**src/rtl/prog_edge_audit_pkg.sv**
```systemverilog
package prog_edge_audit_pkg;

  typedef enum logic [1:0] {
    OPC_EXT   = 2'b00,
    OPC_WRITE = 2'b01,
    OPC_READ  = 2'b10,
    OPC_ERASE = 2'b11
  } opc_e;

  typedef enum logic [1:0] {
    EXT_LOCK  = 2'b00,
    EXT_FILL  = 2'b01,
    EXT_WIPE  = 2'b10,
    EXT_ALLOW = 2'b11
  } ext_e;

  // frame length = start bit + opcode bits + address bits + data bits
  function automatic int frame_len(input int addr_bits, input int data_bits);
    return 1 + 2 + addr_bits + data_bits;
  endfunction

endpackage

```
**src/rtl/pea_edge_counter.sv**
```systemverilog
module pea_edge_counter #(
  parameter int CNT_W = 6
) (
  input  logic             clk,
  input  logic             rst,
  input  logic             start_seen,
  input  logic             sclk_rise,
  input  logic             cs_fall,
  output logic             open_q,
  output logic [CNT_W-1:0] count_q
);

  localparam logic [CNT_W-1:0] CNT_TOP = '1;
  localparam logic [CNT_W-1:0] CNT_ONE = CNT_W'(1);

  always_ff @(posedge clk) begin
    if (rst) begin
      open_q  <= 1'b0;
      count_q <= '0;
    end else if (cs_fall) begin
      open_q  <= 1'b0;
    end else if (start_seen) begin
      open_q  <= 1'b1;
      count_q <= CNT_ONE;
    end else if (sclk_rise && open_q && (count_q != CNT_TOP)) begin
      count_q <= count_q + CNT_ONE;
    end
  end

  a_r8_sat_hold: assert property (@(posedge clk) disable iff (rst)
    (open_q && count_q == CNT_TOP && sclk_rise && !start_seen && !cs_fall)
      |=> (count_q == CNT_TOP));

  a_r10_restart: assert property (@(posedge clk) disable iff (rst)
    (start_seen && !cs_fall) |=> (open_q && count_q == CNT_ONE));

  a_r9_close: assert property (@(posedge clk) disable iff (rst)
    cs_fall |=> !open_q);

  a_r2_idle_frozen: assert property (@(posedge clk) disable iff (rst)
    (!open_q && !start_seen) |=> $stable(count_q));

endmodule

```
**src/rtl/pea_expect_decode.sv**
```systemverilog
module pea_expect_decode
  import prog_edge_audit_pkg::*;
#(
  parameter int ADDR_BYTE = 7,
  parameter int DATA_BYTE = 8,
  parameter int CNT_W     = 6
) (
  input  logic [1:0]       op_code,
  input  logic [1:0]       op_ext,
  input  logic             org_wide,
  output logic             guarded,
  output logic [CNT_W-1:0] expect_cnt
);

  localparam int ADDR_WORD = ADDR_BYTE - 1;
  localparam int DATA_WORD = 2 * DATA_BYTE;
  localparam logic [CNT_W-1:0] LEN_WR_B = CNT_W'(frame_len(ADDR_BYTE, DATA_BYTE));
  localparam logic [CNT_W-1:0] LEN_ER_B = CNT_W'(frame_len(ADDR_BYTE, 0));
  localparam logic [CNT_W-1:0] LEN_WR_W = CNT_W'(frame_len(ADDR_WORD, DATA_WORD));
  localparam logic [CNT_W-1:0] LEN_ER_W = CNT_W'(frame_len(ADDR_WORD, 0));

  logic has_data;
  logic has_none;

  always_comb begin
    has_data = 1'b0;
    has_none = 1'b0;
    unique case (opc_e'(op_code))
      OPC_WRITE: has_data = 1'b1;
      OPC_ERASE: has_none = 1'b1;
      OPC_READ:  ;
      OPC_EXT: begin
        if (ext_e'(op_ext) == EXT_FILL) has_data = 1'b1;
        if (ext_e'(op_ext) == EXT_WIPE) has_none = 1'b1;
      end
      default: ;
    endcase
  end

  always_comb begin
    guarded    = has_data | has_none;
    expect_cnt = '0;
    if (has_data)      expect_cnt = org_wide ? LEN_WR_W : LEN_WR_B;
    else if (has_none) expect_cnt = org_wide ? LEN_ER_W : LEN_ER_B;
  end

  always_comb begin
    a_r7_onehot_kind: assert (!(has_data && has_none));
  end

endmodule

```
**src/rtl/pea_verdict.sv**
```systemverilog
module pea_verdict #(
  parameter int CNT_W = 6
) (
  input  logic             clk,
  input  logic             rst,
  input  logic             cs_fall,
  input  logic             open_q,
  input  logic [CNT_W-1:0] count_q,
  input  logic             guarded,
  input  logic [CNT_W-1:0] expect_cnt,
  output logic             prog_commit,
  output logic             prog_abort
);

  logic judge;
  assign judge = cs_fall && open_q && guarded;

  always_ff @(posedge clk) begin
    if (rst) begin
      prog_commit <= 1'b0;
      prog_abort  <= 1'b0;
    end else begin
      prog_commit <= judge && (count_q == expect_cnt);
      prog_abort  <= judge && (count_q != expect_cnt);
    end
  end

  a_r11_exclusive: assert property (@(posedge clk) disable iff (rst)
    !(prog_commit && prog_abort));

  a_r5_after_fall: assert property (@(posedge clk) disable iff (rst)
    (prog_commit || prog_abort) |-> ($past(cs_fall) && $past(open_q)));

  a_r11_single_commit: assert property (@(posedge clk) disable iff (rst)
    prog_commit |=> !prog_commit);

  a_r11_single_abort: assert property (@(posedge clk) disable iff (rst)
    prog_abort |=> !prog_abort);

endmodule

```
**src/rtl/prog_edge_audit.sv**
```systemverilog
module prog_edge_audit
  import prog_edge_audit_pkg::*;
#(
  parameter int ADDR_BYTE = 7,
  parameter int DATA_BYTE = 8
) (
  input  logic       clk,
  input  logic       rst,
  input  logic       start_seen,
  input  logic       sclk_rise,
  input  logic       cs_fall,
  input  logic [1:0] op_code,
  input  logic [1:0] op_ext,
  input  logic       org_wide,
  output logic       prog_commit,
  output logic       prog_abort
);

  localparam int LEN_B = frame_len(ADDR_BYTE, DATA_BYTE);
  localparam int LEN_W = frame_len(ADDR_BYTE - 1, 2 * DATA_BYTE);
  localparam int LEN_MAX = (LEN_B > LEN_W) ? LEN_B : LEN_W;
  // one spare bit of headroom above the longest legal frame
  localparam int CNT_W = $clog2(LEN_MAX + 1) + 1;

  logic             open_q;
  logic [CNT_W-1:0] count_q;
  logic             guarded;
  logic [CNT_W-1:0] expect_cnt;

  pea_edge_counter #(.CNT_W(CNT_W)) u_count (
    .clk(clk), .rst(rst), .start_seen(start_seen), .sclk_rise(sclk_rise),
    .cs_fall(cs_fall), .open_q(open_q), .count_q(count_q)
  );

  pea_expect_decode #(.ADDR_BYTE(ADDR_BYTE), .DATA_BYTE(DATA_BYTE), .CNT_W(CNT_W)) u_dec (
    .op_code(op_code), .op_ext(op_ext), .org_wide(org_wide),
    .guarded(guarded), .expect_cnt(expect_cnt)
  );

  pea_verdict #(.CNT_W(CNT_W)) u_judge (
    .clk(clk), .rst(rst), .cs_fall(cs_fall), .open_q(open_q), .count_q(count_q),
    .guarded(guarded), .expect_cnt(expect_cnt),
    .prog_commit(prog_commit), .prog_abort(prog_abort)
  );

  a_r1_quiet_after_reset: assert property (@(posedge clk)
    $past(rst) |-> (!prog_commit && !prog_abort));

endmodule

```
**config.mk**
```make
export PLATFORM = sky130hd
export DESIGN_NAME = prog_edge_audit
export DESIGN_NICKNAME = d
export VERILOG_FILES = /design/src/rtl/prog_edge_audit_pkg.sv /design/src/rtl/pea_edge_counter.sv /design/src/rtl/pea_expect_decode.sv /design/src/rtl/pea_verdict.sv /design/src/rtl/prog_edge_audit.sv
export SDC_FILE = /design/constraint.sdc
export NUM_CORES = 1
export LEC_CHECK = 0
export BUFFER_PORTS_ARGS = -buffer_cell sky130_fd_sc_hd__buf_2
export CORE_AREA = 2 2 39 41
export DETAILED_ROUTE_END_ITERATION = 7
export DIE_AREA = 0 0 41 43
export PLACE_DENSITY_LB_ADDON = 0.1
export SYNTH_ARGS = -nofsm -noshare
export SYNTH_HDL_FRONTEND = slang
export SYNTH_SLANG_ARGS = --single-unit
```
**constraint.sdc**
```tcl
create_clock -name clk -period 1.85 [get_ports clk]
set_clock_uncertainty 0.05 [all_clocks]
set_input_delay 0.0925 -clock clk [delete_from_list [all_inputs] [get_ports clk]]
set_output_delay 0.0925 -clock clk [all_outputs]
set_load 0.02 [all_outputs]
```
# Word-level counts from Yosys, hierarchy flattened
# Index checks and enable logic that the tools add are counted.
# totals
in_bits,10
output_inout_bits,2
regBits,9
word_cells,34
# classes
n_eq_ne,7
n_addsub,1
muxes,10
n_bitwise,2
n_reduce_logical,10
# ops
operator,n
6-bit two-way mux,4
6-bit by 1-bit adder with 6-bit output (second input constant),1
6-bit == test,1
1-bit logical AND,6
6-bit inequality test,1
6-bit inequality test (second input constant),1
2-bit by 1-bit == test with 1-bit output (second input constant),2
2-bit == test (second input constant),2
4-bit two-way mux,1
1-bit case mux with 2 select lines,2
2-bit logical NOT,1
1-bit two-way mux,2
2-bit two-way mux,1
2-bit AND reduction,1
2-bit nonzero test,1
2-bit OR reduction,1
1-bit inverter,1
1-bit OR,1

# Logic depth before layout (Yosys ltp)
# logic_depth
ltp_word,7
mapped_depth,6

# Cells and area by module
# From an unflattened synthesis, not the netlist that was laid out.
# unflattened
cells_unflattened,75
area_unflattened_um2,653.1
# by_module_without_submodules
mod,cells_per_inst,seq_area_each_um2,instances,area_each_um2
pea_edge_counter,44,140.1,1,380.4
pea_expect_decode,19,0.0,1,140.1
pea_verdict,12,40.0,1,132.6

# Worst setup path before layout
# OpenSTA, ideal clock, no wires.
# synth_timing
path_type,reg2reg
startpoint,reg u_count.count_q[0]
endpoint,reg u_count.count_q[4]
slack_ns,0.394
arrival_ns,1.336
path_stages_with_launch,6
period_less_slack_ns,1.456
n_path_buf,0
setup_ns,0.070
cell_sequence,dfxtp_1 -> ha_1 -> nand3_1 -> nor3_2 -> or4_1 -> a21boi_1
# synth_between
elab_chain_len,4
word_cells_on_any_way,7
# synth_lines
item,line_no,source
start: declaration,pea_edge_counter.sv:10,output logic [CNT_W-1:0] count_q
start signal: assignment,pea_edge_counter.sv:26,count_q <= count_q + CNT_ONE;
branches (longest 4 deep; another with 6-bit by 1-bit adder with 6-bit output),-,
# Several ways; the timed one is not identified. The select of a mux whose other input is x is not followed.
# A chain may end at the register's enable or synchronous reset.

# Worst setup path in the final report
# Ends and elaborated chain as after synthesis.

==> summary.md <==
| Metric | Value |
|---|---|
| Outcome | complete, no violations |
| Cells after Synth | 67 |
| Ys Warns | 0 |
| Largest stage delay on the critical path | 0.51 ns |
| Min-Delay Startpoint | rst |
| Met1 GRT Util | 23.0% |
| Family with the most delay on the worst path | simple AND/OR/NAND/NOR gates |
| Max Slew Vio Count | 0 |
| Met3 GRT Util | 6.81% |
| Vias in the first global route | 451 |
| Avg Synthesized Cell Area | 8.35 um2 |
| Crit path launch | u_count.count_q[0]$_SDFFE_PP0P_ |
| H-tree depth | 1 |
| Area Growth Syn to Fin | 19.9% |
| Met2 Resource Use GR | 22.5% |
| Fill count | 128 |
| Synthesized Nets | 81 |
| Die height | 43 um |
| Sequential Power Share | 48.4% |
| Worst path required time | 2.01 ns |
| Maximum Capacitance Violations | 0 |
| Die width | 41 um |
| Worst-skew pair later-pin latency | 0.27 ns |
| Power Dens Cells | 615 nW/um2 |
| Hold depth | 2 |
| DRT Wirelength | 1.21 mm |
| Hold WC Path Type | in2reg |
| 1st-pass router iterations | 4 |
| Vias | 531 |
| Highest-delay cell along the critical path | or4_1 |
| Placer Congestion | 0.818 |
| Total Routing Usage GR | 18.1% |
| Initial core utilization | 40.4% |
| Final core occ | 48.5% |
| Max IR drop VDD | 0.426 mV |
| Initial antenna violation count | 0 |
| Largest net degree at the start of global routing | 9 |
| Hold EP | u_count.open_q$_SDFFE_PP0P_ |
| Wire per inst | 12.2 um |
| RSZ-0062 raised after global routing | no |
| Synthesized flop and latch total | 9 |
| FF-to-FF End | u_count.count_q[4]$_SDFFE_PP0P_ |
| Setup violations, final | 0 |
| Final cell count without fillers | 99 |
| DRC Markers | 0 |
| Post-synthesis sequential area ratio | 32.2% |
| Dpl hpwl | 884 um |
| Initial drt markers | 16 |
| CP endpoint kind | register |
| Sw frac | 26.5% |
| Critical path, cell by cell | ha_1, nand3_1, nor3_2, or4_1, a21boi_1 |
| # rows | 14 |
| Slew margin rel. | 71.5% |
| I/O Buffers | 11 |
| Leakage | 0.294 nW |
| Fmax | 636 MHz |
| Worst reg-to-reg setup slack | 0.28 ns |
| Minimum clock period | 1.57 ns |
| # nets final | 98 |
| Worst r2r src | u_count.count_q[0]$_SDFFE_PP0P_ |
| Worst R2R Path Depth | 5 |
| Clk pwr share | 39.8% |
| Clk root buf | clkbuf_4 |
| ANT cells | 0 |
| First-pass GRT wire length | 1.99 mm |
| Die Area | 1760 um2 |
| Vias per std cell | 5.36 |
| Cell Int Power | 0.303 mW |
| Period utilization | 84.9% |
| Global route total overflow | 0 |
| Critical Path Source Type | register |
| Count of cell types in the netlist | 25 |
| Worst slew pin tran | 0.426 ns |
| Routed Antenna Nets | 0 |
| Setup_tns | 0 ns |
| Fin. Hold Viols | 0 |
| WP buf/inv | 0 |
| Io pins | 12 |
| CTS Buffer Depth | 2 |
| NetSw | 0.109 mW |
| Clk slew on worst S/H paths | 0.07 ns |
| CTS buffer count | 3 |
| Syn Std Cell Area | 559 um2 |
| CTS tree | done |
| WS Path Type | reg2reg |
| Ratio of cells with drive above 1 in the final layout | 18.1% |
| Logic pwr share | 11.8% |
| Clock sinks | 9 |
| Most Used Layer, Global Route | met1 |
| Placed Cells | 94 |
| Crit path DAT | 1.73 ns |
| CP Max Fanout | 8 |
| Core box area | 1380 um2 |
state kept, by name, summed over array words and instances, names as in the netlist:
register and cells:
u_count.count_q 6, u_count.open_q 1, u_judge.prog_abort 1, u_judge.prog_commit 1
cells by family (layout without fill, tap and decap cells):
logic type                 count (synthesis)  in the layout  share of synthesized area, %
buffers and inverters                      6             22                          4.03
adders and majority gates                  4              4                          8.95
muxes                                      3              3                          5.37
and+or+nand+nor                           29             29                          28.6
DFF                                        9              9                          32.2
AOI/OAI and AO/OA                         16             16                          20.8
through the flow:
stage / setup WS, ns / hold slack, ns / power, mW / instance area (um2)
finish: 0.279 / 0.0277 / 0.413 / 671
global route: 0.175 / 0.0475 / 0.437 / 671
CTS: 0.282 / 0.0217 / 0.418 / 671
detailed placement: 0.301 / 0.258 / 0.251 / 634
global placement: 0.350 / 0.255 / 0.251 / 634
floorplan: 0.394 / 0.115 / 0.231 / 559
cell usage after synthesis:
| cell type | instances | area (um2) |
|---|---|---|
| o211ai_1 | 1 | 7.51 |
| or3_1 | 3 | 18.8 |
| ha_1 | 4 | 50.1 |
| nand4b_1 | 1 | 8.76 |
| a21o_1 | 1 | 7.51 |
| nor2b_1 | 5 | 31.3 |
| o31ai_1 | 2 | 15.0 |
| o21ai_0 | 3 | 15.0 |
| a21boi_1 | 2 | 15.0 |
| and3_1 | 1 | 6.26 |
| o21ba_1 | 1 | 10.0 |
| nor3b_1 | 1 | 7.51 |
| nand2_1 | 4 | 15.0 |
| inv_1 | 6 | 22.5 |
| dfxtp_1 | 9 | 180 |
| nor2_1 | 4 | 15.0 |
| mux2i_1 | 3 | 30.0 |
| nor3_2 | 1 | 10.0 |
| a211o_1 | 2 | 17.5 |
| nand3_1 | 5 | 25.0 |
| a21oi_1 | 2 | 10.0 |
| or4_1 | 1 | 7.51 |
| o311a_1 | 1 | 10.0 |
| nor3_1 | 3 | 15.0 |
| o2111ai_1 | 1 | 8.76 |
cell type report:
class / count / area, um2 / share of cell area [%]
sequential: 9 / 180 / 26.9
multi-input combinational: 52 / 357 / 53.2
timing repair buffer: 12 / 65.1 / 9.70
inverter: 6 / 22.5 / 3.36
clock buffer: 4 / 26.3 / 3.92
tap: 16 / 20.0 / 2.99
metal layers:
| metal | wire, um | share of wire, % |
|---|---|---|
| met5 | 0 | 0 |
| met4 | 48 | 4.0 |
| met3 | 72 | 6.0 |
| met2 | 525 | 44 |
| met1 | 558 | 46 |
placed cells by master (no fill, tap or decap):
master | netlist | routed
buf_2 | 0 | 11
dfxtp_1 | 9 | 9
inv_1 | 6 | 6
nand3_1 | 5 | 5
nor2b_1 | 5 | 5
nor2_1 | 4 | 4
nand2_1 | 4 | 4
ha_1 | 4 | 4
nor3_1 | 3 | 3
o21ai_0 | 3 | 3
or3_1 | 3 | 3
mux2i_1 | 3 | 3
clkbuf_4 | 0 | 3
a21boi_1 | 2 | 2
o31ai_1 | 2 | 2
a21oi_1 | 2 | 2
a211o_1 | 2 | 2
nor3_2 | 1 | 1
and3_1 | 1 | 1
a21o_1 | 1 | 1
o211ai_1 | 1 | 1
o2111ai_1 | 1 | 1
nor3b_1 | 1 | 1
nand4b_1 | 1 | 1
o311a_1 | 1 | 1
o21ba_1 | 1 | 1
or4_1 | 1 | 1
clkbuf_1 | 0 | 1
dlygate4sd3_1 | 0 | 1
how the worst max path moves through the flow:
| stage | to | slack (ns) | cells past startpoint |
|---|---|---|---|
| 6_report | u_count.count_q[4]$_SDFFE_PP0P_ | 0.28 | 5 |
| 5_1_grt | u_count.count_q[0]$_SDFFE_PP0P_ | 0.18 | 5 |
| 4_1_cts | u_count.count_q[4]$_SDFFE_PP0P_ | 0.28 | 5 |
| 3_5_place_dp | u_count.count_q[4]$_SDFFE_PP0P_ | 0.30 | 5 |
| 3_3_place_gp | u_count.count_q[4]$_SDFFE_PP0P_ | 0.35 | 5 |
| 2_1_floorplan | u_count.count_q[4]$_SDFFE_PP0P_ | 0.39 | 5 |
power groups by stage:
stage / combinational (mW) / sequential (mW) / clock [mW]
2_1_floorplan: 0.0267 / 0.204 / 0
3_3_place_gp: 0.0473 / 0.204 / 0
3_5_place_dp: 0.0466 / 0.204 / 0
4_1_cts: 0.0487 / 0.200 / 0.169
5_1_grt: 0.0557 / 0.200 / 0.181
6_report: 0.0486 / 0.200 / 0.164
timing repair:
| action | in CTS | in global routing |
|---|---|---|
| hold buffers | 1 | 0 |
| buffers inserted | 0 | 0 |
| resized for setup | 0 | 0 |
| endpoints found under the setup margin | 0 | 0 |
| hold endpoints to repair | 1 | 0 |
(Power assumes the default switching activity.)
